==> src/rtl/arm_pkg.sv <==
package arm_pkg;
   localparam int CFG_W = 32;
   localparam logic [CFG_W-1:0] CFG_KEEP = 32'hFFFF_E064;
   localparam int BASE_LSB = 24;
   localparam int MASK_LSB = 16;
   localparam int EN_BIT   = 15;
   localparam int PRIV_LSB = 13;
   localparam int CI_BIT   = 6;
   localparam int BW_BIT   = 5;
   localparam int WP_BIT   = 2;

   typedef struct packed {
      logic cinh;
      logic bufw;
      logic wprot;
   } attr_t;
endpackage

==> src/rtl/arm_region_entry.sv <==
module arm_region_entry
   import arm_pkg::*;
(
   input  logic             clk,
   input  logic             rst_n,
   input  logic             we,
   input  logic [CFG_W-1:0] wdata,
   input  logic [7:0]       addr_hi,
   input  logic             super_mode,
   output logic [CFG_W-1:0] cfg_q,
   output logic             hit,
   output attr_t            attr
);
   logic [7:0] base_f, mask_f;
   logic [1:0] priv_f;
   logic       priv_ok, addr_ok;

   always_ff @(posedge clk or negedge rst_n) begin
      if (!rst_n) cfg_q <= '0;
      else if (we) cfg_q <= wdata & CFG_KEEP;
   end

   assign base_f  = cfg_q[BASE_LSB +: 8];
   assign mask_f  = cfg_q[MASK_LSB +: 8];
   assign priv_f  = cfg_q[PRIV_LSB +: 2];
   assign priv_ok = priv_f[1] | (priv_f[0] == super_mode);
   assign addr_ok = ((addr_hi ^ base_f) & ~mask_f) == 8'h00;
   assign hit     = cfg_q[EN_BIT] & priv_ok & addr_ok;

   assign attr.cinh  = cfg_q[CI_BIT];
   assign attr.bufw  = cfg_q[BW_BIT];
   assign attr.wprot = cfg_q[WP_BIT];
endmodule

==> src/rtl/arm_prio_sel.sv <==
module arm_prio_sel
   import arm_pkg::*;
#(
   parameter int NUM_REGIONS     = 2,
   parameter bit DFLT_CACHEABLE  = 1'b1
) (
   input  logic [NUM_REGIONS-1:0] hit,
   input  attr_t [NUM_REGIONS-1:0] attrs,
   output attr_t                  sel
);
   localparam attr_t DFLT = '{cinh: ~DFLT_CACHEABLE, bufw: 1'b0, wprot: 1'b0};

   if (NUM_REGIONS == 1) begin : g_single
      assign sel = hit[0] ? attrs[0] : DFLT;
   end else begin : g_multi
      always_comb begin
         sel = DFLT;
         for (int i = NUM_REGIONS - 1; i >= 0; i--) begin
            if (hit[i]) sel = attrs[i];
         end
      end
   end
endmodule

==> src/rtl/arm_term_ctrl.sv <==
module arm_term_ctrl (
   input  logic clk,
   input  logic rst_n,
   input  logic valid,
   input  logic write,
   input  logic bufw,
   input  logic wprot,
   input  logic sys_ack,
   output logic done,
   output logic err,
   output logic sys_req
);
   logic wait_q, wait_d;

   always_comb begin
      done    = 1'b0;
      err     = 1'b0;
      sys_req = 1'b0;
      wait_d  = wait_q;
      if (wait_q) begin
         sys_req = 1'b1;
         done    = sys_ack;
         if (sys_ack) wait_d = 1'b0;
      end else if (valid) begin
         if (!write) begin
            done = 1'b1;
         end else if (wprot) begin
            done = 1'b1;
            err  = 1'b1;
         end else if (bufw) begin
            done    = 1'b1;
            sys_req = 1'b1;
         end else begin
            sys_req = 1'b1;
            done    = sys_ack;
            if (!sys_ack) wait_d = 1'b1;
         end
      end
   end

   always_ff @(posedge clk or negedge rst_n) begin
      if (!rst_n) wait_q <= 1'b0;
      else        wait_q <= wait_d;
   end
endmodule

==> src/rtl/attr_region_matcher.sv <==
module attr_region_matcher
   import arm_pkg::*;
#(
   parameter int NUM_REGIONS    = 2,
   parameter int ADDR_W         = 32,
   parameter bit DFLT_CACHEABLE = 1'b1,
   localparam int IDX_W = (NUM_REGIONS > 1) ? $clog2(NUM_REGIONS) : 1
) (
   input  logic              clk,
   input  logic              rst_n,
   input  logic              cfg_we,
   input  logic [IDX_W-1:0]  cfg_waddr,
   input  logic [CFG_W-1:0]  cfg_wdata,
   input  logic [IDX_W-1:0]  cfg_raddr,
   output logic [CFG_W-1:0]  cfg_rdata,
   input  logic              acc_valid,
   input  logic [ADDR_W-1:0] acc_addr,
   input  logic              acc_write,
   input  logic              acc_super,
   input  logic              sys_ack,
   output logic              acc_cacheable,
   output logic              acc_buffered,
   output logic              acc_err,
   output logic              acc_done,
   output logic              sys_req
);
   if (NUM_REGIONS < 1 || NUM_REGIONS > 16) begin : g_bad_regions
      $error("NUM_REGIONS must lie in 1..16");
   end
   if (ADDR_W < 9) begin : g_bad_addr
      $error("ADDR_W must be at least 9");
   end

   logic [7:0]             addr_hi;
   logic                   unused_lo;
   logic [NUM_REGIONS-1:0] hit;
   attr_t [NUM_REGIONS-1:0] attrs;
   logic [CFG_W-1:0]       cfg_q [NUM_REGIONS];
   attr_t                  sel;

   assign addr_hi   = acc_addr[ADDR_W-1 -: 8];
   assign unused_lo = ^acc_addr[ADDR_W-9:0];

   for (genvar g = 0; g < NUM_REGIONS; g++) begin : g_rgn
      arm_region_entry u_entry (
         .clk        (clk),
         .rst_n      (rst_n),
         .we         (cfg_we && (int'(cfg_waddr) == g)),
         .wdata      (cfg_wdata),
         .addr_hi    (addr_hi),
         .super_mode (acc_super),
         .cfg_q      (cfg_q[g]),
         .hit        (hit[g]),
         .attr       (attrs[g])
      );
   end

   always_comb begin
      cfg_rdata = '0;
      for (int i = 0; i < NUM_REGIONS; i++) begin
         if (int'(cfg_raddr) == i) cfg_rdata = cfg_q[i];
      end
   end

   arm_prio_sel #(
      .NUM_REGIONS    (NUM_REGIONS),
      .DFLT_CACHEABLE (DFLT_CACHEABLE)
   ) u_sel (
      .hit   (hit),
      .attrs (attrs),
      .sel   (sel)
   );

   assign acc_cacheable = ~sel.cinh;
   assign acc_buffered  = sel.bufw;

   arm_term_ctrl u_term (
      .clk     (clk),
      .rst_n   (rst_n),
      .valid   (acc_valid),
      .write   (acc_write),
      .bufw    (sel.bufw),
      .wprot   (sel.wprot),
      .sys_ack (sys_ack),
      .done    (acc_done),
      .err     (acc_err),
      .sys_req (sys_req)
   );
endmodule

==> config.mk <==
export PLATFORM = sky130hd
export DESIGN_NAME = attr_region_matcher
export DESIGN_NICKNAME = d
export VERILOG_FILES = /design/src/rtl/arm_pkg.sv /design/src/rtl/arm_region_entry.sv /design/src/rtl/arm_prio_sel.sv /design/src/rtl/arm_term_ctrl.sv /design/src/rtl/attr_region_matcher.sv
export SDC_FILE = /design/constraint.sdc
export NUM_CORES = 1
export LEC_CHECK = 0
export BUFFER_PORTS_ARGS = -buffer_cell sky130_fd_sc_hd__buf_2
export CAP_MARGIN = 20
export CORE_MARGIN = 3
export CORE_UTILIZATION = 53
export CTS_CLUSTER_DIAMETER = 100
export DETAILED_ROUTE_END_ITERATION = 7
export GPL_ROUTABILITY_DRIVEN = 0
export PLACE_DENSITY = 0.94
export SYNTH_ARGS = -nofsm -noshare
export SYNTH_HDL_FRONTEND = slang
export SYNTH_HIERARCHICAL = 1
export SYNTH_SLANG_ARGS = --single-unit
==> constraint.sdc <==
create_clock -name clk -period 4.9 [get_ports clk]
set_input_delay 0.245 -clock clk [delete_from_list [all_inputs] [get_ports clk]]
set_output_delay 0.245 -clock clk [all_outputs]
set_load 0.01 [all_outputs]
== Yosys cells after proc, flatten, opt, wreduce, memory -nomap -nowiden ==
Index checks and enable logic that the tools add are counted.
Word-level totals
  register bits: 45
  bits of input ports: 73
  output and inout port bits: 37
  word-level logic and storage cells: 45
Cells by class
  equality and inequality tests: 2
  muxes and demuxes: 22
  bitwise operators: 14
  reduce and logical (&&, ||, !) cells: 4
Operators by type and width (number)
  2-to-1 mux 32 bit: 1
  2-to-1 mux 1 bit: 19
  bitwise AND 8 bit: 2
  zero test 8 bit: 2
  NOT 8 bit: 2
  bitwise XOR 8 bit: 2
  2-to-1 mux 3 bit: 2
  bitwise AND 1 bit: 4
  == test 1 bit: 2
  logical AND 1 bit: 2
  NOT 1 bit: 2
  OR 1 bit: 2

== Longest topological paths before layout ==
Gate-level depths: netlist of run 1.
  depth in word-level cells: 11
  mapped depth: 8

== By module ==
The synthesis of run 1 kept the hierarchy.
By module, submodules not included
  arm_region_entry: times used 2, cells an instance 76, area each 1034.7 µm², sequential area each 550.5 µm²
  attr_region_matcher: times used 1, cells an instance 39, area each 560.5 µm², sequential area each 0.0 µm²
  arm_term_ctrl: times used 1, cells an instance 10, area each 86.3 µm², sequential area each 25.0 µm²
  arm_prio_sel: times used 1, cells an instance 9, area each 37.5 µm², sequential area each 0.0 µm²

== Worst setup path before layout of run 1 ==
Ideal clock, no wire load.
  kind: flip-flop to output port
  start: register g_rgn[0].u_entry.cfg_q[26]
  end: output acc_done
  arrival time: 1.840 ns
  setup slack: 2.815 ns
  stages on the path, launching flop included: 9
  path buffers: 0
  cells stage by stage: dfrtp_1 > xnor2_1 > o22ai_1 > or3_1 > nor3_2 > nand2_1 > o21ai_1 > nor2_1 > a31oi_1
On the way
  cells in the longest elaborated chain, start to end: 10
Ends and longest elaborated chain
  start, declared: line arm_region_entry.sv:10  | output logic [CFG_W-1:0] cfg_q,
  start signal, assigned: line arm_region_entry.sv:20  | else if (we) cfg_q <= wdata & CFG_KEEP;
  bitwise XOR 8 bit: line arm_region_entry.sv:27  | assign addr_ok = ((addr_hi ^ base_f) & ~mask_f) == 8'h00;
  bitwise AND 8 bit: line arm_region_entry.sv:27
  zero test 8 bit: line arm_region_entry.sv:27
  bitwise AND 1 bit: line arm_region_entry.sv:28  | assign hit = cfg_q[EN_BIT] & priv_ok & addr_ok;
  via hit[0]: line attr_region_matcher.sv:36  | logic [NUM_REGIONS-1:0] hit;
  2-to-1 mux 3 bit: line arm_prio_sel.sv:19  | if (hit[i]) sel = attrs[i];
  via acc_buffered: line attr_region_matcher.sv:22  | output logic acc_buffered,
  2-to-1 mux 1 bit: line arm_term_ctrl.sv:30  | end else if (bufw) begin
  2-to-1 mux 1 bit: line arm_term_ctrl.sv:27  | end else if (wprot) begin
  2-to-1 mux 1 bit: line arm_term_ctrl.sv:25  | if (!write) begin
  2-to-1 mux 1 bit: line arm_term_ctrl.sv:24  | end else if (valid) begin
  2-to-1 mux 1 bit: line arm_term_ctrl.sv:20  | if (wait_q) begin
  end, declared: line attr_region_matcher.sv:24  | output logic acc_done,
The timed path passes the listed nets, and every way through them passes these cells.

==> impl_results.md, run 1 <==
- Worst Hold Path EP: u_term/wait_q
- Fillers: 375
- Max-Cap Viols: 0
- Root Buffer Master: clkbuf_8
- Final hold vios: 0
- Hold path depth: 2
- Crit Path Max Fanout: 6
- Worst setup path startpoint: g_rgn[0].u_entry/cfg_q[13]
- Slew HR: 29.26%
- PortBufs: 65
- Share of cells above drive strength 1: 57.20%
- Library cells used by synthesis: 25
- GRT Overall Usage: 17.06%
- Startpoint types: flop
- Max Slew Vio Count: 0
- Nets: 343
- DIE HEIGHT: 78.09 um
- CTS sink cnt: 45
- Worst reg-to-reg setup slack: 2.76 ns
- Status: finished clean
- CTS tree: done
- Starting Density: 56.44%
- # diodes: 0
- Worst-Margin Slew: 1.061 ns
- Router iterations before antenna repair: 4
- # H-tree levels: 2
- DRT iter0 DRCs: 69
- Post-CTS sizing: 0
- Via count: 1667
- Wire per inst: 14.96 um
- Power per cell area: 323.3 mW/mm2
- FF-to-FF End: u_term/wait_q
- Area growth syn-to-layout: 12.59%
- Number of synthesized register bits: 45
- Placed Area: 0.002954 mm2
- Min-delay src: sys_ack
- Max Fclk: 376.3 MHz
- Critical Path RT: 4.66 ns
- Minimum hold slack: 0.1351 ns
- Synthesized cell area: 0.002754 mm2
- Row count: 25
- Die Area: 0.006097 mm2
- Worst path max stage delay: 0.41 ns
- Crit path cell chain: xnor2_1 > o21ai_0 > or3_1 > nor3_2 > nand2_1 > o21ai_1 > inv_1 > a31o_1 > buf_2
- Slowest CP cell: dfrtp_1
- FF-to-FF path depth: 7
- Die W: 78.09 um
- WP data arrival: 2.41 ns
- CTS Buffer Depth: 2
- # DRC: 0
- Vias in the first global route: 1738
- Reg clk slew, reported paths: 0.08 ns
- YS warnings: 6
- Routed Wire Length: 5058 um
- Worst path buffer plus inverter count: 2
- RSZ-0062 raised after global routing: no
- CTS Buf Count: 5
- Boundary Pins: 110
- First-pass GRT wire length: 8100 um
- Largest net degree at the start of global routing: 46
- Antenna violations before repair: 0
- Average size of a mapped cell: 13.11 um2
- Leak Pwr: 1.443 nW
- Setup TNS: 0 ns
- Design Area, Final: 0.003100 mm2
- Crit path time final: 2.658 ns
- Mapped Cells: 210
- Final worst-path cycle share: 54.24%
- HPWL after DPL: 3608 um
- Peak VDD IR: 0.2190 mV
- Detail Route Antenna Nets: 0
- Final setup fails: 0
- Vias per cell: 4.932
- Worst skew pair latency: 0.29 ns
- Core area: 0.004880 mm2
- Critical path class: reg -> out
- Kind of cell adding the most delay to the critical path: simple AND/OR/NAND/NOR gates
- Clock Skew: 0.002574 ns
- Critical Path End Type: output port
- Min-delay worst type: in -> reg
- Sequential area share after synthesis: 40.89%
- Worst r2r src: g_rgn[0].u_entry/cfg_q[13]
- Gr ovfl total: 0
==> where the power goes <==
| group | switching (mW) | leakage [nW] | total (mW) | internal [mW] |
|---|---|---|---|---|
| logic | 0.116 | 0.859 | 0.284 | 0.168 |
| registers | 0.0450 | 0.529 | 0.471 | 0.426 |
| clock network | 0.120 | 0.0542 | 0.248 | 0.127 |
| total | 0.281 | 1.44 | 1.00 | 0.722 |
==> placed cells by master (no fill, tap or decap), types with 3 or more instances in the layout <==
master	count
buf_2	65
xnor2_1	18
inv_1	3
dfrtp_1	45
mux2_2	46
o22ai_1	8
clkbuf_8	7
o21ai_1	3
mux2_4	30
conb_1	20
nand2_1	6
==> worst max path at each step <==
stage,end,slack (ns),cells after the start
6_report,sys_req,2.24,9
5_1_grt,acc_done,1.94,9
4_1_cts,sys_req,2.22,9
3_5_place_dp,sys_req,2.56,9
3_3_place_gp,sys_req,2.59,9
2_1_floorplan,acc_done,2.81,8
==> sequential cells by signal, summed over array words and instances, names as in the netlist <==
register	flops
g_rgn.u_entry/cfg_q	44
u_term/wait_q	1
==> logic make-up after synthesis <==
family | synth area share (%)
xor+xnor | 5.725
simple gates | 3.317
buf+inv | 10.81
flops | 40.89
compound gates | 3.453
other cells | 0.2727
mux | 35.53
==> timing repair <==
action / 4_1_cts / 5_1_grt
hold endpoints to repair: 0 / 39
hold buffers: 0 / 1
setup buffers: 0 / 0
==> cell usage after synthesis <==
cell type  count  area [um2]
o22ai_1        8       50.05
a31oi_1        1       6.260
mux2i_1        1       10.01
xnor2_1       18       157.7
buf_12         3       60.06
mux2_2        46       518.0
nor2b_1        1       6.260
and4_1         1       8.760
and2_1         1       6.260
a31o_1         1       8.760
mux2_4        30       450.4
nor3_2         2       20.02
or3_1          2       12.51
nand4bb_1      1       11.26
buf_6          1       11.26
buf_2          4       20.02
buf_4         26       195.2
o21ai_1        3       15.01
nand2_1        6       22.52
inv_1          3       11.26
o21ai_0        2       10.01
a21oi_1        1       5.000
nor2_1         1       3.750
dfrtp_1       45        1126
conb_1         2       7.510
==> per-layer routing <==
metal  wire length, um  vias to the layer above  track usage (%)  part of all wire, %
li1                  -                      807                -                    -
met1              2078                      799            19.12                   41
met2              2531                       54            31.08                   50
met3               366                        7            5.275                  7.2
met4                81                        0            4.895                  1.6
met5                 0                        -                0                    0
==> cell type report <==
| cell class | count | area [um2] | area share [%] |
|---|---|---|---|
| Sequential cell | 45 | 1126 | 36.32 |
| Clock inverter | 1 | 5.005 | 0.1614 |
| Multi-Input combinational cell | 146 | 1400 | 45.16 |
| Clock buffer | 7 | 96.34 | 3.107 |
| Timing Repair Buffer | 69 | 377.9 | 12.19 |
| Tap cell | 67 | 83.83 | 2.704 |
| Inverter | 3 | 11.26 | 0.3632 |
==> metrics by stage <==
stage	power [mW]	utilization, %	setup WS [ns]	cells
floorplan	0.6937	-	2.815	228
global placement	0.7509	60.54	2.591	327
detailed placement	0.7603	60.54	2.555	327
CTS	1.012	62.62	2.217	335
global route	1.057	63.54	1.940	338
finish	1.002	63.54	2.242	338
Power figures use the tool's default switching activity.
==> inputs of run 2 (changes only) <==
--- a/config.mk
+++ b/config.mk
@@ -8,11 +8,11 @@
 export BUFFER_PORTS_ARGS = -buffer_cell sky130_fd_sc_hd__buf_2
 export CAP_MARGIN = 20
 export CORE_MARGIN = 3
-export CORE_UTILIZATION = 53
+export CORE_UTILIZATION = 44
 export CTS_CLUSTER_DIAMETER = 100
 export DETAILED_ROUTE_END_ITERATION = 7
 export GPL_ROUTABILITY_DRIVEN = 0
-export PLACE_DENSITY = 0.94
+export PLACE_DENSITY = 0.85
 export SYNTH_ARGS = -nofsm -noshare
 export SYNTH_HDL_FRONTEND = slang
 export SYNTH_HIERARCHICAL = 1
==> constraint.sdc (replaced) <==
create_clock -name clk -period 2.4 [get_ports clk]
set_input_delay 0.12 -clock clk [delete_from_list [all_inputs] [get_ports clk]]
set_output_delay 0.12 -clock clk [all_outputs]
set_load 0.01 [all_outputs]
==> run 2 against run 1 <==
Flip-flop and latch count unchanged. Sequential share of layout area decreased by 0.43 points. Clock-buffer cell count stayed put. Worst setup slack lost 2.2 ns. Cell area grew 1.2%. First-iteration DRC count down 45%. Utilization shrank 11 points. Hold slack lost 0.074 ns. Combinational power grew 110%. Power rose by 100%. Global-route usage is 1.4 points lower. Routed wire length grew 7.0%. Largest cell class unchanged. Highest routed layer unchanged.
==> impl_results.md, run 2 (same netlist as run 1, synthesis figures left out) <==
- Power per cell area: 647.4 mW/mm2 (+100%)
- Final hold vios: 0 (unchanged)
- Worst path max stage delay: 0.41 ns (about the same)
- CTS Buf Count: 5 (unchanged)
- Crit Path Max Fanout: 3 (-3)
- Status: finished clean
- Top reg by flops: g_rgn.u_entry/cfg_q
- Startpoint types: flop
- Antenna violations before repair: 0 (unchanged)
- Wire per inst: 15.55 um (+3.9%)
- Max Fclk: 423.7 MHz
- Die Area: 0.007244 mm2 (+19%)
- Root Buffer Master: clkbuf_8
- Clock Skew: 0.005349 ns (+0.002776 ns)
- Worst path buffer plus inverter count: 2 (unchanged)
- PnR Total Power: 2.031 mW (+100%)
- DRT iter0 DRCs: 38 (-45%)
- Commonest cells after routing, fill and taps aside: buf_2 (65), mux2_2 (46), dfrtp_1 (45), mux2_4 (30), conb_1 (20)
- Largest net degree at the start of global routing: 46 (unchanged)
- Core area: 0.005991 mm2 (+23%)
- Worst r2r src: g_rgn[0].u_entry/cfg_q[13]
- Slew HR: 60.40% (+31 points)
- First-pass GRT wire length: 8880 um (+9.6%)
- Largest regs: g_rgn.u_entry/cfg_q: 44 flops, u_term/wait_q: 1 flops
- Vias in the first global route: 1880 (+8.2%)
- # H-tree levels: 2 (unchanged)
- HPWL after DPL: 3882 um (+7.6%)
- Setup TNS: 0 ns (unchanged)
- # DRC: 0 (unchanged)
- Final worst-path cycle share: 98.35%
- Min-delay src: cfg_wdata[19]
- CTS tree: done
- Minimum hold slack: 0.06077 ns (-0.07431 ns)
- Crit path time final: 2.360 ns
- Worst-Margin Slew: 0.5940 ns (-0.4672 ns)
- GRT Overall Usage: 15.63% (-1.4 points)
- Final setup fails: 0 (unchanged)
- DIE HEIGHT: 85.11 um (+9.0%)
- Via count: 1726 (+3.5%)
- Reg clk slew, reported paths: 0.08 ns (about the same)
- Leak Pwr: 1.456 nW (+0.93%)
- Vias per cell: 4.960 (+0.56%)
- # diodes: 0 (unchanged)
- Worst setup path startpoint: g_rgn[1].u_entry/cfg_q[30]
- Die W: 85.11 um (+9.0%)
- Placed Area: 0.002979 mm2 (+0.85%)
- Slowest CP cell: dfrtp_1
- Area growth syn-to-layout: 13.95%
- Router iterations before antenna repair: 4 (unchanged)
- PortBufs: 65 (unchanged)
- Row count: 28 (+12%)
- Critical Path RT: 2.28 ns (-2.38 ns)
- Fillers: 533 (+42%)
- Design Area, Final: 0.003138 mm2 (+1.2%)
- Max-Cap Viols: 0 (unchanged)
- Crit path cell chain: xnor2_1 > o22ai_1 > or3_4 > nor3_4 > nand2_1 > o21ai_2 > inv_1 > a31o_1 > buf_2
- Worst skew pair latency: 0.30 ns (about the same)
- WP data arrival: 2.24 ns (-0.17 ns)
- Detail Route Antenna Nets: 0 (unchanged)
- Min-delay worst type: in -> reg
- Boundary Pins: 110 (unchanged)
- Nets: 346 (+0.87%)
- Max Slew Vio Count: 0 (unchanged)
- Routed Wire Length: 5410 um (+7.0%)
- Share of cells above drive strength 1: 57.88% (+0.68 points)
- Commonest non-fill, non-tap cell in the layout: buf_2
- Peak VDD IR: 0.3346 mV (+53%)
- CTS Buffer Depth: 2 (unchanged)
- RSZ-0062 raised after global routing: yes
- Kind of cell adding the most delay to the critical path: simple AND/OR/NAND/NOR gates
- Cell Count, Final, Fillers Out: 348 (+3.0%)
- Critical path class: reg -> out
- Critical Path End Type: output port
- Starting Density: 45.97% (-10 points)
- Gr ovfl total: 0 (unchanged)
- CTS sink cnt: 45 (unchanged)
- Cells after DPL: 337 (+3.1%)
- Max reg flops: 44 (unchanged)
## run 2: changes by cell type in the layout (fill, tap and decap cells not counted), moves of 2 or more
cell,before,now
nor3_4,0,2
buf_4,1,4
o21ai_2,0,2
nor3_2,2,0
o21ai_1,3,1
## run 2: worst paths after layout
path	slack (ns)	to	cells past startpoint
setup / recovery	0.04	sys_req	9
hold / removal	0.06	g_rgn[1].u_entry/cfg_q[19]	2
setup reg to reg	0.40	u_term/wait_q	8
hold reg to reg	0.54	g_rgn[0].u_entry/cfg_q[2]	1
max in group asynchronous	1.78	g_rgn[1].u_entry/cfg_q[22]	3
min in group asynchronous	0.18	g_rgn[1].u_entry/cfg_q[30]	2
## run 2: what timing repair did
item                       CTS  global route
buffers inserted             1             0
pin swaps                    3             1
setup endpoints to repair    3             3
hold buffers                 1             1
hold endpoints to repair     1            45
resized for setup            3             2
## run 2: area by class of cell
class / count / area, um2 / share of cell area [%]
tap: 75 / 93.84 / 2.990
sequential: 45 / 1126 / 35.89
inverter: 3 / 11.26 / 0.3589
clock buffer: 7 / 86.33 / 2.751
timing repair buffer: 72 / 395.4 / 12.60
multi-input combinational: 146 / 1425 / 45.41
## run 2: metrics by stage
stage / utilization (%) / setup slack (ns)
after floorplan: - / 0.4398
after global placement: 49.73 / 0.2367
after detailed placement: 49.73 / 0.1709
after CTS: 51.73 / 0.01863
after global routing: 52.38 / -0.1211
final: 52.38 / 0.03958
## run 2: metal layers
metal / vias up / track usage, % / routed length (um)
li1: 820 / - / -
met1: 847 / 17.13 / 2074
met2: 52 / 27.90 / 2852
met3: 7 / 5.534 / 391
met4: 0 / 5.324 / 92
met5: - / 0 / 0
## run 2: report_power, final
group	total, mW	internal (mW)	switching [mW]	leakage (nW)
clock	0.470	0.229	0.241	0.0443
combinational	0.599	0.348	0.251	0.882
sequential	0.963	0.870	0.0928	0.529
total	2.03	1.45	0.585	1.46
==> inputs of run 3 (changes only) <==
--- a/config.mk
+++ b/config.mk
@@ -8,11 +8,12 @@
 export BUFFER_PORTS_ARGS = -buffer_cell sky130_fd_sc_hd__buf_2
 export CAP_MARGIN = 20
 export CORE_MARGIN = 3
-export CORE_UTILIZATION = 44
+export CORE_UTILIZATION = 49
 export CTS_CLUSTER_DIAMETER = 100
 export DETAILED_ROUTE_END_ITERATION = 7
 export GPL_ROUTABILITY_DRIVEN = 0
-export PLACE_DENSITY = 0.85
+export MAX_ROUTING_LAYER = met4
+export PLACE_DENSITY = 0.89
 export SYNTH_ARGS = -nofsm -noshare
 export SYNTH_HDL_FRONTEND = slang
 export SYNTH_HIERARCHICAL = 1
==> constraint.sdc (replaced) <==
create_clock -name clk -period 2.18 [get_ports clk]
set_input_delay 0.109 -clock clk [delete_from_list [all_inputs] [get_ports clk]]
set_output_delay 0.109 -clock clk [all_outputs]
set_load 0.01 [all_outputs]
==> run 3 against run 2 <==
Critical endpoint unchanged. Non-clock buffer count is 9 higher. Combinational power up 19%. Highest routed layer unchanged. Flip-flop and latch count unchanged. Global-route usage is 2.8 points higher. Routed wire length up 2.4%. The flow now finishes with violations (setup timing). Die area is 9.5% lower. Sequential power grew 10%. Register-to-register slack worse by 0.17 ns. First-iteration DRC count grew 42%. Cell area rose by 4.3%. Utilization grew 9.8 points. Largest cell class unchanged. Sequential share of layout area shrank 1.5 points.
==> impl_results.md, run 3 (same netlist as run 1, synthesis figures left out) <==
- Critical path class: reg -> out
- DRT iter0 DRCs: 54 (+42%)
- CTS tree: done
- Met1 Use GR: 19.89% (+2.8 points)
- Crit path depth: 9 (unchanged)
- Area growth syn-to-layout: 18.90%
- Worst skew pair latency: 0.31 ns (about the same)
- WP data arrival: 2.19 ns (-0.05 ns)
- Top reg by flops: g_rgn.u_entry/cfg_q
- # DRC: 0 (unchanged)
- Comb power frac: 29.3% (-0.2 points)
- # H-tree levels: 2 (unchanged)
- GRT Overall Usage: 18.42% (+2.8 points)
- Share of cells above drive strength 1: 61.48% (+3.6 points)
- Clock Skew: 0.01212 ns (+0.006770 ns)
- FF-to-FF End: u_term/wait_q
- Kind of cell adding the most delay to the critical path: simple AND/OR/NAND/NOR gates
- CTS Buf Count: 5 (unchanged)
- Die Area: 0.006555 mm2 (-9.5%)
- Hold path depth: 2 (unchanged)
- Worst r2r src: g_rgn[0].u_entry/cfg_q[30]
- Max reg flops: 44 (unchanged)
- Commonest cells after routing, fill and taps aside: buf_2 (64), mux2_2 (46), dfrtp_1 (45), mux2_4 (30), conb_1 (20)
- Psw: 0.6823 mW (+17%)
- Power per cell area: 743.2 mW/mm2 (+15%)
- Detail Route Antenna Nets: 0 (unchanged)
- CTS sink cnt: 45 (unchanged)
- PnR Total Power: 2.434 mW (+20%)
- Clock power frac: 26.9% (+3.8 points)
- Gr ovfl total: 0 (unchanged)
- Reg clk slew, reported paths: 0.08 ns (about the same)
- HPWL after DPL: 3946 um (+1.7%)
- PortBufs: 65 (unchanged)
- Seq pwr share: 43.7% (-3.7 points)
- Commonest non-fill, non-tap cell in the layout: buf_2
- Wire per inst: 15.65 um (+0.69%)
- Setup TNS: -0.3619 ns (-0.3619 ns)
- Starting Density: 52.26% (+6.3 points)
- Worst reg-to-reg setup slack: 0.23 ns (-0.17 ns)
- Largest net degree at the start of global routing: 32 (-30%)
- Vias in the first global route: 1866 (-0.74%)
- CP endpoint: sys_req
- Nets: 355 (+2.6%)
- Largest regs: g_rgn.u_entry/cfg_q: 44 flops, u_term/wait_q: 1 flops
- Worst setup margin: -0.1159 ns (-0.1555 ns)
- Root Buffer Master: clkbuf_8
- Grt met2 use: 32.51% (+4.6 points)
- Final hold vios: 0 (unchanged)
- Worst path buffer plus inverter count: 2 (unchanged)
- FF-to-FF path depth: 8 (unchanged)
- Max Slew Vio Count: 0 (unchanged)
- Worst setup path startpoint: g_rgn[0].u_entry/cfg_q[30]
- Vias per cell: 4.966 (+0.13%)
- Startpoint types: flop
- Row count: 26 (-7.1%)
- Router iterations before antenna repair: 4 (unchanged)
- First-pass GRT wire length: 8756 um (-1.4%)
- Max Fclk: 435.6 MHz
- Max-Cap Viols: 0 (unchanged)
- Critical Path RT: 2.07 ns (-0.21 ns)
- Switching share of power: 28.04% (-0.74 points)
- Core Util, Final: 62.13% (+9.8 points)
- DIE HEIGHT: 80.97 um (-4.9%)
- Met3 usage: 5.543% (+0.0093 points)
- Die W: 80.97 um (-4.9%)
- Crit path time final: 2.296 ns
- Core area: 0.005270 mm2 (-12%)
- Status: complete, but fails checks
- Violated checks: setup timing
- RSZ-0062 raised after global routing: yes
- Leak Pwr: 1.539 nW (+5.7%)
- Worst path max stage delay: 0.41 ns (about the same)
- Final setup fails: 5 (+5)
- Boundary Pins: 110 (unchanged)
- GR peak layer: met2
- Crit Path Max Fanout: 5 (+2)
- Via count: 1758 (+1.9%)
- Min-delay worst type: in -> reg
- Antenna violations before repair: 1 (+1)
- CTS Buffer Depth: 2 (unchanged)
- Slowest CP cell: dfrtp_1
- Critical Path End Type: output port
- Peak VDD IR: 0.5149 mV (+54%)
- P_int: 1.751 mW (+21%)
- Crit path cell chain: xnor2_2 > o22ai_2 > or3_4 > nor3_4 > nand2_1 > o21ai_2 > inv_1 > a31o_1 > buf_2
- Routed Wire Length: 5541 um (+2.4%)
- Final worst-path cycle share: 105.3%
run 3: layout make-up:
type,instances,area (um2)
sequential,45,1126
antenna,1,2.502
fill,441,1996
multi-input combinational,146,1461
inverter,3,11.26
clock buffer,7,86.33
tap,70,87.58
clock inverter,1,30.03
timing repair buffer,81,469.2
run 3: metal layers:
metal | up-vias | wire [um]
met5 | - | 0
met1 | 859 | 2276
li1 | 836 | -
met4 | 0 | 76
met2 | 54 | 2833
met3 | 9 | 354
run 3: stage by stage:
step | cell area [um2] | hold WS [ns] | cells | setup slack (ns)
floorplan | 2821 | -0.1866 | 228 | 0.2308
global placement | 3008 | 0.02219 | 335 | 0.05694
detailed placement | 3008 | 0.03071 | 335 | 0.01675
CTS | 3219 | 0.03427 | 351 | -0.1159
global route | 3274 | 0.03874 | 354 | -0.2887
finish | 3274 | 0.03568 | 354 | -0.1159
run 3: worst min path at each step:
| stage | from | end |
|---|---|---|
| after floorplan | rst_n | g_rgn[0].u_entry/cfg_q[13] |
| after global placement | rst_n | g_rgn[1].u_entry/cfg_q[30] |
| after detailed placement | rst_n | g_rgn[1].u_entry/cfg_q[30] |
| after CTS | cfg_wdata[27] | g_rgn[1].u_entry/cfg_q[27] |
| after global routing | cfg_wdata[17] | g_rgn[0].u_entry/cfg_q[17] |
| final | cfg_wdata[27] | g_rgn[1].u_entry/cfg_q[27] |
run 3: power by group through the flow:
stage	logic, mW	clock network, mW	registers [mW]
floorplan	0.510	0	1.05
global placement	0.629	0	1.07
detailed placement	0.646	0	1.08
CTS	0.697	0.663	1.06
global route	0.769	0.703	1.08
finish	0.714	0.655	1.06
run 3: timing repair:
action,CTS,global route
gates cloned,0,0
pin swaps,10,7
resized for setup,7,7
buffers inserted,6,2
endpoints found under the hold margin,15,0
hold buffers,2,0
setup endpoints to repair,5,5
